File: src/rtl/midi_port_pkg.sv
package midi_port_pkg;
  localparam logic [7:0] CMD_RESET = 8'hFF;
  localparam logic [7:0] CMD_UART  = 8'h3F;
  localparam logic [7:0] ACK_BYTE  = 8'hFE;
  localparam int ST_RX_N = 7;
  localparam int ST_TX_N = 6;
  localparam int ST_OVR  = 0;
endpackage

File: src/rtl/midi_tx_ser.sv
module midi_tx_ser #(
  parameter int DIV = 32
) (
  input  logic       clk,
  input  logic       rst,
  input  logic       start,
  input  logic [7:0] data,
  output logic       busy,
  output logic       line
);
  localparam int CW = (DIV > 1) ? $clog2(DIV) : 1;
  logic [CW-1:0] divc;
  logic [3:0]    bitc;
  logic [8:0]    sh;

  always_ff @(posedge clk) begin
    if (rst) begin
      busy <= 1'b0;
      line <= 1'b1;
      divc <= '0;
      bitc <= '0;
      sh   <= '1;
    end else if (!busy) begin
      if (start) begin
        busy <= 1'b1;
        line <= 1'b0;
        sh   <= {1'b1, data};
        bitc <= 4'd9;
        divc <= CW'(DIV - 1);
      end
    end else if (divc == '0) begin
      divc <= CW'(DIV - 1);
      if (bitc == 4'd0) begin
        busy <= 1'b0;
      end else begin
        line <= sh[0];
        sh   <= {1'b1, sh[8:1]};
        bitc <= bitc - 4'd1;
      end
    end else begin
      divc <= divc - CW'(1);
    end
  end

  // idle line is high
  assert_idle_high_R7: assert property (@(posedge clk) disable iff (rst) !busy |-> line);
  // the holding register only hands over a byte to an idle serializer
  assert_start_idle_R6: assert property (@(posedge clk) disable iff (rst) start |-> !busy);
endmodule

File: src/rtl/midi_rx_deser.sv
module midi_rx_deser #(
  parameter int DIV = 32
) (
  input  logic       clk,
  input  logic       rst,
  input  logic       line,
  output logic       valid,
  output logic [7:0] data
);
  localparam int CW = (DIV > 1) ? $clog2(DIV) : 1;
  logic          s1, s2, active;
  logic [CW-1:0] cnt;
  logic [3:0]    bitc;
  logic [7:0]    sh;

  always_ff @(posedge clk) begin
    if (rst) begin
      s1 <= 1'b1;
      s2 <= 1'b1;
      active <= 1'b0;
      cnt <= '0;
      bitc <= '0;
      sh <= '0;
      valid <= 1'b0;
      data <= '0;
    end else begin
      s1 <= line;
      s2 <= s1;
      valid <= 1'b0;
      if (!active) begin
        if (!s2) begin
          active <= 1'b1;
          cnt <= CW'(DIV / 2 - 1);
          bitc <= 4'd0;
        end
      end else if (cnt != '0) begin
        cnt <= cnt - CW'(1);
      end else begin
        cnt <= CW'(DIV - 1);
        if (bitc == 4'd0) begin
          if (s2) active <= 1'b0;
          else bitc <= 4'd1;
        end else if (bitc == 4'd9) begin
          active <= 1'b0;
          if (s2) begin
            valid <= 1'b1;
            data <= sh;
          end
        end else begin
          sh <= {s2, sh[7:1]};
          bitc <= bitc + 4'd1;
        end
      end
    end
  end

  // each received byte is reported for exactly one cycle
  assert_valid_pulse_R9: assert property (@(posedge clk) disable iff (rst) valid |=> !valid);
endmodule

File: src/rtl/midi_port.sv
module midi_port
  import midi_port_pkg::*;
#(
  parameter int CLK_HZ = 1_000_000,
  parameter int BAUD   = 31250
) (
  input  logic       clk,
  input  logic       rst,
  input  logic       cs,
  input  logic       rd,
  input  logic       wr,
  input  logic       a0,
  input  logic [7:0] wdata,
  output logic [7:0] rdata,
  input  logic       tx_irq_en,
  input  logic       rx_irq_en,
  output logic       irq_tx,
  output logic       irq_rx,
  input  logic       midi_rx,
  output logic       midi_tx
);
  localparam int DIV = CLK_HZ / BAUD;

  logic       uart_q, uart_d;
  logic       rx_full_q, rx_full_d;
  logic [7:0] rx_data_q, rx_data_d;
  logic       ovr_q, ovr_d;
  logic       hold_vld_q, hold_vld_d;
  logic [7:0] hold_q, hold_d;
  logic       ser_busy, ser_start;
  logic       rx_valid;
  logic [7:0] rx_byte;
  logic [7:0] status;

  wire wr_cmd = cs & wr & a0;
  wire wr_dat = cs & wr & ~a0;
  wire rd_dat = cs & rd & ~a0;
  wire rd_any = cs & rd;

  assign ser_start = hold_vld_q & ~ser_busy;

  always_comb begin
    status = '0;
    status[ST_RX_N] = ~rx_full_q;
    status[ST_TX_N] = hold_vld_q;
    status[ST_OVR]  = ovr_q;
  end

  always_comb begin
    uart_d = uart_q;
    rx_full_d = rx_full_q;
    rx_data_d = rx_data_q;
    ovr_d = ovr_q;
    hold_vld_d = hold_vld_q;
    hold_d = hold_q;
    if (ser_start) hold_vld_d = 1'b0;
    if (wr_dat && uart_q && !hold_vld_q) begin
      hold_vld_d = 1'b1;
      hold_d = wdata;
    end
    if (rd_dat) rx_full_d = 1'b0;
    if (rx_valid && uart_q) begin
      if (rx_full_d) ovr_d = 1'b1;
      else begin
        rx_full_d = 1'b1;
        rx_data_d = rx_byte;
      end
    end
    if (wr_cmd) begin
      if (wdata == CMD_RESET) begin
        uart_d = 1'b0;
        hold_vld_d = 1'b0;
        ovr_d = 1'b0;
        rx_full_d = 1'b1;
        rx_data_d = ACK_BYTE;
      end else if (wdata == CMD_UART && !uart_q) begin
        uart_d = 1'b1;
        rx_full_d = 1'b1;
        rx_data_d = ACK_BYTE;
      end
    end
  end

  always_ff @(posedge clk) begin
    if (rst) begin
      uart_q <= 1'b0;
      rx_full_q <= 1'b0;
      rx_data_q <= '0;
      ovr_q <= 1'b0;
      hold_vld_q <= 1'b0;
      hold_q <= '0;
      rdata <= '0;
      irq_tx <= 1'b0;
      irq_rx <= 1'b0;
    end else begin
      uart_q <= uart_d;
      rx_full_q <= rx_full_d;
      rx_data_q <= rx_data_d;
      ovr_q <= ovr_d;
      hold_vld_q <= hold_vld_d;
      hold_q <= hold_d;
      if (rd_any) rdata <= a0 ? status : rx_data_q;
      irq_tx <= tx_irq_en & uart_d & ~hold_vld_d;
      irq_rx <= rx_irq_en & rx_full_d;
    end
  end

  midi_tx_ser #(.DIV(DIV)) u_ser (
    .clk(clk), .rst(rst), .start(ser_start), .data(hold_q),
    .busy(ser_busy), .line(midi_tx)
  );

  midi_rx_deser #(.DIV(DIV)) u_deser (
    .clk(clk), .rst(rst), .line(midi_rx), .valid(rx_valid), .data(rx_byte)
  );

  assert_ack_R2: assert property (@(posedge clk) disable iff (rst)
    (wr_cmd && wdata == CMD_UART && !uart_q) |=> (uart_q && rx_full_q && rx_data_q == ACK_BYTE));
  assert_noack_R4: assert property (@(posedge clk) disable iff (rst)
    (wr_cmd && wdata == CMD_UART && uart_q && !rx_full_q && !rx_valid) |=> (uart_q && !rx_full_q));
  assert_reset_cmd_R12: assert property (@(posedge clk) disable iff (rst)
    (wr_cmd && wdata == CMD_RESET) |=> (!uart_q && !hold_vld_q && !ovr_q && rx_full_q));
  assert_ovr_sticky_R10: assert property (@(posedge clk) disable iff (rst)
    (ovr_q && !(wr_cmd && wdata == CMD_RESET)) |=> ovr_q);
  assert_cmd_mode_idle_R11: assert property (@(posedge clk) disable iff (rst)
    !uart_q |-> !hold_vld_q);
  assert_irq_gate_R8: assert property (@(posedge clk) disable iff (rst)
    (!tx_irq_en && !rx_irq_en) |=> (!irq_tx && !irq_rx));
endmodule

File: config.mk
export PLATFORM = sky130hd
export DESIGN_NAME = midi_port
export DESIGN_NICKNAME = d
export VERILOG_FILES = /design/src/rtl/midi_port_pkg.sv /design/src/rtl/midi_tx_ser.sv /design/src/rtl/midi_rx_deser.sv /design/src/rtl/midi_port.sv
export SDC_FILE = /design/constraint.sdc
export NUM_CORES = 1
export LEC_CHECK = 0
export BUFFER_PORTS_ARGS = -buffer_cell sky130_fd_sc_hd__buf_4
export CAP_MARGIN = 25
export CORE_MARGIN = 2
export CORE_UTILIZATION = 55
export CTS_CLUSTER_SIZE = 12
export DETAILED_ROUTE_END_ITERATION = 7
export PLACE_DENSITY = 0.77
export SLEW_MARGIN = 20
export SYNTH_ARGS = -nofsm -noshare
export SYNTH_HDL_FRONTEND = slang
export SYNTH_HIERARCHICAL = 1
export SYNTH_SLANG_ARGS = --single-unit
File: constraint.sdc
create_clock -name clk -period 2.7 [get_ports clk]
set_clock_uncertainty 0.1 [all_clocks]
set_input_delay 0.675 -clock clk [delete_from_list [all_inputs] [get_ports clk]]
set_output_delay 0.675 -clock clk [all_outputs]
set_load 0.01 [all_outputs]
=== Word-level counts from Yosys, hierarchy flattened ===
Index checks and enable logic that the tools add are counted.

* Logic and storage cells: 124
* Flip-flop bits (word level): 79
* Input port bits: 17
* Output and inout port bits: 11

* Multiplexer cells: 56
* Bitwise operators: 17
* Equal/unequal tests: 9
* Reductions and logical operators: 16
* $add $sub $neg: 4

{| class="wikitable"
|+ Operator list
! cell !! number
|-
| $mux W8 || 6
|-
| $mux W4 || 10
|-
| $mux W9 || 4
|-
| $mux W1 || 30
|-
| $mux W5 || 6
|-
| $ne A2 B2 Y1 const B || 5
|-
| $sub A5 B1 Y5 const B || 2
|-
| $and A1 B1 Y1 || 9
|-
| $eq A8 B6 Y1 const B || 1
|-
| $eq A8 B8 Y1 const B || 1
|-
| $logic_not A4 Y1 || 2
|-
| $not A1 Y1 || 8
|-
| $reduce_and A4 Y1 || 2
|-
| $logic_not A5 Y1 || 1
|-
| $reduce_and A5 Y1 || 1
|-
| $reduce_bool A5 Y1 || 1
|-
| $reduce_or A5 Y1 || 1
|-
| $add A4 B1 Y4 const B || 1
|-
| $eq A4 B4 Y1 const B || 1
|-
| $logic_and A1 B1 Y1 || 4
|-
| $sub A4 B1 Y4 const B || 1
|-
| $ne A3 B3 Y1 const B || 1
|-
| $reduce_and A3 Y1 || 1
|-
| $logic_not A1 Y1 || 2
|-
| $reduce_bool A2 Y1 || 1
|}

=== Longest topological paths before layout ===
* Depth in word-level cells: 9
* Gate-level depth with buffers: 7

=== By module ===
The synthesis kept the hierarchy.

{| class="wikitable"
|+ By module, submodules not included
! module !! times used !! area each (sq um) !! cells each
|-
| midi_port || 1 || 1340.0 || 154
|-
| midi_rx_deser || 1 || 1266.2 || 136
|-
| midi_tx_ser || 1 || 943.4 || 104
|}

=== Worst setup path before layout ===
Ideal clock, no wire load.

* Path type: input to register
* From: input wdata[6]
* To: register irq_rx
* Setup time: 0.088 ns
* Cell stages on the path: 4
* Arrival time: 1.725 ns
* Path slack: 0.787 ns
* Data required time: 2.512 ns
* Cells stage by stage: or3_1 -> a2111o_1 -> buf_6 -> a311oi_2

* Word-level cells in the longest chain between the ends: 6
* Elaborated cells between the ends (all ways): 7
* Classes of those cells: eq/ne (2); mux (3); bitwise (1); reduce/logical (1)

{| class="wikitable"
|+ Ends and longest elaborated chain
! what !! RTL line !! text
|-
| start, declared || midi_port.sv:13 || <nowiki>input logic [7:0] wdata,</nowiki>
|-
| $eq A8 B6 Y1 || midi_port.sv:76 || <nowiki>end else if (wdata == CMD_UART && !uart_q) begin</nowiki>
|-
| $logic_and A1 B1 Y1 || midi_port.sv:76 ||
|-
| $mux W1 || midi_port.sv:76 ||
|-
| $mux W1 * || midi_port.sv:70 || <nowiki>if (wdata == CMD_RESET) begin</nowiki>
|-
| $mux W1 * || midi_port.sv:69 || <nowiki>if (wr_cmd) begin</nowiki>
|-
| $and A1 B1 Y1 * || midi_port.sv:104 || <nowiki>irq_rx <= rx_irq_en & rx_full_d;</nowiki>
|-
| end signal, assigned || midi_port.sv:104 ||
|-
| end, declared || midi_port.sv:18 || <nowiki>output logic irq_rx,</nowiki>
|}

Mark *: on every way between the ends. The rest lies on a longest branch, timed or not.
A chain may end at the register's enable or synchronous reset.

=== Final worst setup path ===
* From: register u_ser.busy
* To: register u_ser.sh[1]

* Word-level cells in the longest chain between the ends: 4
* Elaborated cells between the ends (all ways): 7
* Classes of those cells: eq/ne (2); mux (1); bitwise (2); reduce/logical (2)

{| class="wikitable"
|+ Ends and longest elaborated chain
! what !! RTL line !! text
|-
| start, declared || midi_tx_ser.sv:8 || <nowiki>output logic busy,</nowiki>
|-
| start signal, assigned || midi_tx_ser.sv:18 || <nowiki>busy <= 1'b0;</nowiki>
|-
| start signal, assigned || midi_tx_ser.sv:25 || <nowiki>busy <= 1'b1;</nowiki>
|-
| start signal, assigned || midi_tx_ser.sv:34 || <nowiki>busy <= 1'b0;</nowiki>
|-
| $not A1 Y1 || midi_port.sv:40 || <nowiki>assign ser_start = hold_vld_q & ~ser_busy;</nowiki>
|-
| $and A1 B1 Y1 || midi_port.sv:40 ||
|-
| $reduce_bool A2 Y1 (no source line) || -- ||
|-
| $reduce_and A3 Y1 (no source line) || -- ||
|-
| end signal, assigned || midi_tx_ser.sv:27 || <nowiki>sh <= {1'b1, data};</nowiki>
|-
| end signal, assigned || midi_tx_ser.sv:37 || <nowiki>sh <= {1'b1, sh[8:1]};</nowiki>
|-
| end, declared || midi_tx_ser.sv:14 || <nowiki>logic [8:0] sh;</nowiki>
|}

Parallel ways exist; a longest one is shown, timed or not.

==> results.py <==
metrics = {
    "placement": {
        "postPlaceCellArea_um2": 3750,
        "place_congestion": 0.812,
        "hpwl_mm": 4.92,
        "io_buffers": 27,
    },
    "layout": {
        "fin_nets": 432,
        "register_area_um2": 1560,
        "multiInputGateArea_um2": 1790,
        "antennaDiodeCount": 0,
        "area_growth_pct": 12.1,
        "drive_gt1_share_pct": 14.0,
        "nFillCells": 529,
        "design_area_um2": 3980,
    },
    "route": {
        "drtPass1Iterations": 4,
        "drtAntennaViolNets": 0,
        "routed-via-count": 2926,
        "drc": 0,
        "drt_iter0_markers": 151,
        "wl_mm": 7.10,
        "routedWlPerCell_um": 14.5,
        "via_per_inst": 5.97,
    },
    "hold_path": {
        "min_path_cells": 1,
        "min_to": "u_deser/s2$_SDFF_PP1_",
        "hold_class": "reg2reg",
        "min-delay-start": "u_deser/s1$_SDFF_PP1_",
    },
    "synthesis": {
        "ys_seq_area_share_pct": 44.0,
        "synth_seq_cells": 78,
        "postSynthCellCount": 394,
        "synth_edf_count": 0,
        "syn_avg_cell_area_um2": 9.01,
        "ys.warnings.count": 6,
        "synth_nets": 417,
        "synthDistinctLibCells": 61,
        "ys.flop_type": "dfxtp_1",
        "async_reset_ff_share_pct": 0,
        "syn-cell-area_um2": 3550,
    },
    "clocking": {
        "cts_resized": 0,
        "clkTransAtPathRegs_ns": 0.08,
        "holdBufCountCts": 0,
        "postCtsSetupRepairBufs": 0,
        "clock_path_buffers": 2,
        "cts_max_level": 3,
        "cts_buffers": 9,
        "cts_tree": "done",
        "clock-sinks": 78,
        "clkLatencyLatePin_ns": 0.35,
        "cts_root_buffer": "clkbuf_8",
    },
    "global_route": {
        "grt_max_degree": 52,
        "overflow": 0,
        "antenna_found_initial": 0,
        "first_global_vias": 2764,
        "grt_pass1_wl_mm": 12.2,
        "grtUsageTotal_pct": 20.7,
    },
    "critical_path": {
        "crit_arrival_ns": 2.20,
        "cp-end-kind": "flop",
        "path_cells": "buf_4, clkinv_1, o211ai_1, buf_4, mux2i_1",
        "rr_worst_depth": 5,
        "path_class": "reg2reg",
        "rr_startpoint": "u_ser/busy$_SDFF_PP0_",
        "cp-start-kind": "flop",
        "crit_path_frequent_cell": "buf_4",
        "r2r-end": "u_ser/sh[1]$_SDFFE_PP1P_",
        "required_ns": 2.87,
        "reg2reg_slack_ns": 0.67,
        "slowest_delay_ns": 0.63,
        "cp_slowest_cell": "dfxtp_1",
        "path_max_fanout": 16,
    },
    "timing": {
        "finalSetupTns_ns": 0,
        "setup_viol": 0,
        "hold_viol_final": 0,
        "whs_ns": 0.311,
        "worst_pin_slew_ns": 0.728,
        "rsz0062_at_grt": "false",
        "fin_crit_sh_pct": 75.1,
        "fmax_mhz": 493,
        "slew_viol_final": 0,
        "fin_crit_ns": 2.03,
        "relSlewSlack_pct": 50.9,
    },
    "floorplan": {
        "num_rows": 29,
        "io_pins": 28,
        "start_util_pct": 56.5,
        "die_h_um": 84.3,
        "core_um2": 6280,
        "die_w_um": 84.3,
        "dieArea_um2": 7110,
    },
    "power_and_ir_drop": {
        "power.density_nw_per_um2": 571,
        "p_leak_nw": 1.50,
        "peakVddDrop_mv": 0.461,
    },
    "run": {
        "maxCapViolCount": 0,
    },
    "run_status": {
        "status": "complete, no violations",
    },
}
[state kept, by name (all words and copies together), names as in the netlist]
| name | count |
|---|---|
| u_deser/sh | 8 |
| u_ser/sh | 8 |
| u_deser/active | 1 |
| ovr_q | 1 |
| u_deser/s1 | 1 |
| rx_full_q | 1 |
| u_deser/valid | 1 |
| u_deser/cnt | 5 |
| u_ser/busy | 1 |
| rdata | 8 |
| irq_tx | 1 |
| rx_data_q | 8 |
| irq_rx | 1 |
| uart_q | 1 |
| u_deser/data | 8 |
| u_ser/bitc | 4 |
| u_ser/line | 1 |
| u_deser/s2 | 1 |
| hold_vld_q | 1 |
| hold_q | 8 |
| u_deser/bitc | 4 |
| u_ser/divc | 5 |
[placed cells by master, fill, tap and decap left out, types with 2 or more instances in the layout]
cell and count:
and2_1 8, dfxtp_1 78, or2_2 3, nor2b_1 5, a21o_1 2, a21oi_1 25, nor2_1 41, or3_1 2
nand4b_1 2, mux2i_1 27, nand3b_1 2, nand2_1 19, nor3_1 5, buf_4 31, and3_1 2, o211ai_1 10
o41ai_1 3, bufinv_16 2, ha_1 6, or4b_1 2, a31oi_1 10, nand2b_1 3, a41o_1 2, inv_1 19
nand3_1 18, o2111ai_1 9, nor4_1 5, a311oi_1 3, clkbuf_8 11, a211oi_1 15, o21ai_0 12
[cell type report]
| class | count | share of cell area, % |
|---|---|---|
| timing repair buffer | 31 | 5.85 |
| clock inverter | 3 | 1.70 |
| inverter | 21 | 1.98 |
| multi-input combinational | 268 | 44.9 |
| sequential | 78 | 39.3 |
| clock buffer | 12 | 3.90 |
| tap | 77 | 2.42 |
[through the flow]
step	power [mW]	utilization, %	std cells	setup WS [ns]
2_1_floorplan	1.28	-	394	0.787
3_3_place_gp	1.32	59.8	475	0.570
3_5_place_dp	1.33	59.8	475	0.502
4_1_cts	2.29	63.4	490	0.691
5_1_grt	2.36	63.4	490	0.504
6_report	2.27	63.4	490	0.672
[layer usage]
metal	routed length (um)	up-vias	track usage, %
met5	0	-	0
met3	265	8	6.29
li1	-	1478	-
met2	3550	51	35.8
met4	93	0	4.62
met1	3190	1389	25.6
[critical path, delay by kind of cell (launching register included)]
| kind | cells | cell delay [ns] |
|---|---|---|
| buffers and inverters | 3 | 0.76 |
| flip-flops | 1 | 0.63 |
| AO/OA/AOI/OAI | 1 | 0.26 |
| multiplexers | 1 | 0.20 |
[how the worst max path moves through the flow]
| stage | startpoint | endpoint | slack, ns | cells after the start |
|---|---|---|---|---|
| finish | u_ser/busy$_SDFF_PP0_ | u_ser/sh[1]$_SDFFE_PP1P_ | 0.67 | 5 |
| global route | u_ser/busy$_SDFF_PP0_ | u_ser/sh[4]$_SDFFE_PP1P_ | 0.50 | 5 |
| CTS | u_ser/busy$_SDFF_PP0_ | u_ser/sh[1]$_SDFFE_PP1P_ | 0.69 | 5 |
| detailed placement | a0 | rx_data_q[0]$_SDFF_PP0_ | 0.50 | 4 |
| global placement | wdata[6] | irq_rx$_SDFF_PP0_ | 0.57 | 4 |
| floorplan | wdata[6] | irq_rx$_SDFF_PP0_ | 0.79 | 4 |
[cell families after synthesis]
logic type | after synthesis | synth area share, %
XOR/XNOR | 1 | 0.247
AO/OA/AOI/OAI | 104 | 20.4
AND/OR/NAND/NOR | 130 | 19.7
buffers and inverters | 48 | 5.89
multiplexers | 27 | 7.61
flip-flops | 78 | 44.0
adder cells (fa/ha/maj) | 6 | 2.11
[Yosys cell counts (3+ instances only)]
master | n | share of area, %
nor4_1 | 6 | 1.1
ha_1 | 6 | 2.1
o41ai_1 | 3 | 0.74
mux2i_1 | 27 | 7.6
nand3_1 | 18 | 2.5
clkbuf_1 | 19 | 2.0
or2_2 | 3 | 0.53
o21ai_0 | 12 | 1.7
a31oi_1 | 10 | 1.8
and2_1 | 8 | 1.4
nand2b_1 | 3 | 0.53
nand2_1 | 19 | 2.0
o2111ai_1 | 9 | 2.2
nor3_1 | 5 | 0.70
nor2_1 | 41 | 4.3
o211ai_1 | 10 | 2.1
nor2b_1 | 5 | 0.88
inv_1 | 19 | 2.0
a21oi_1 | 25 | 3.5
buf_4 | 3 | 0.63
a311oi_1 | 3 | 0.74
dfxtp_1 | 78 | 44
a211oi_1 | 15 | 3.2
[where the power goes]
group	switching [mW]	leakage [nW]	internal [mW]	total, mW
Clock	0.401	0.109	0.567	0.967
Combinational	0.0762	0.763	0.0506	0.127
Sequential	0.0133	0.630	1.16	1.18
Power figures use the tool's default switching activity.
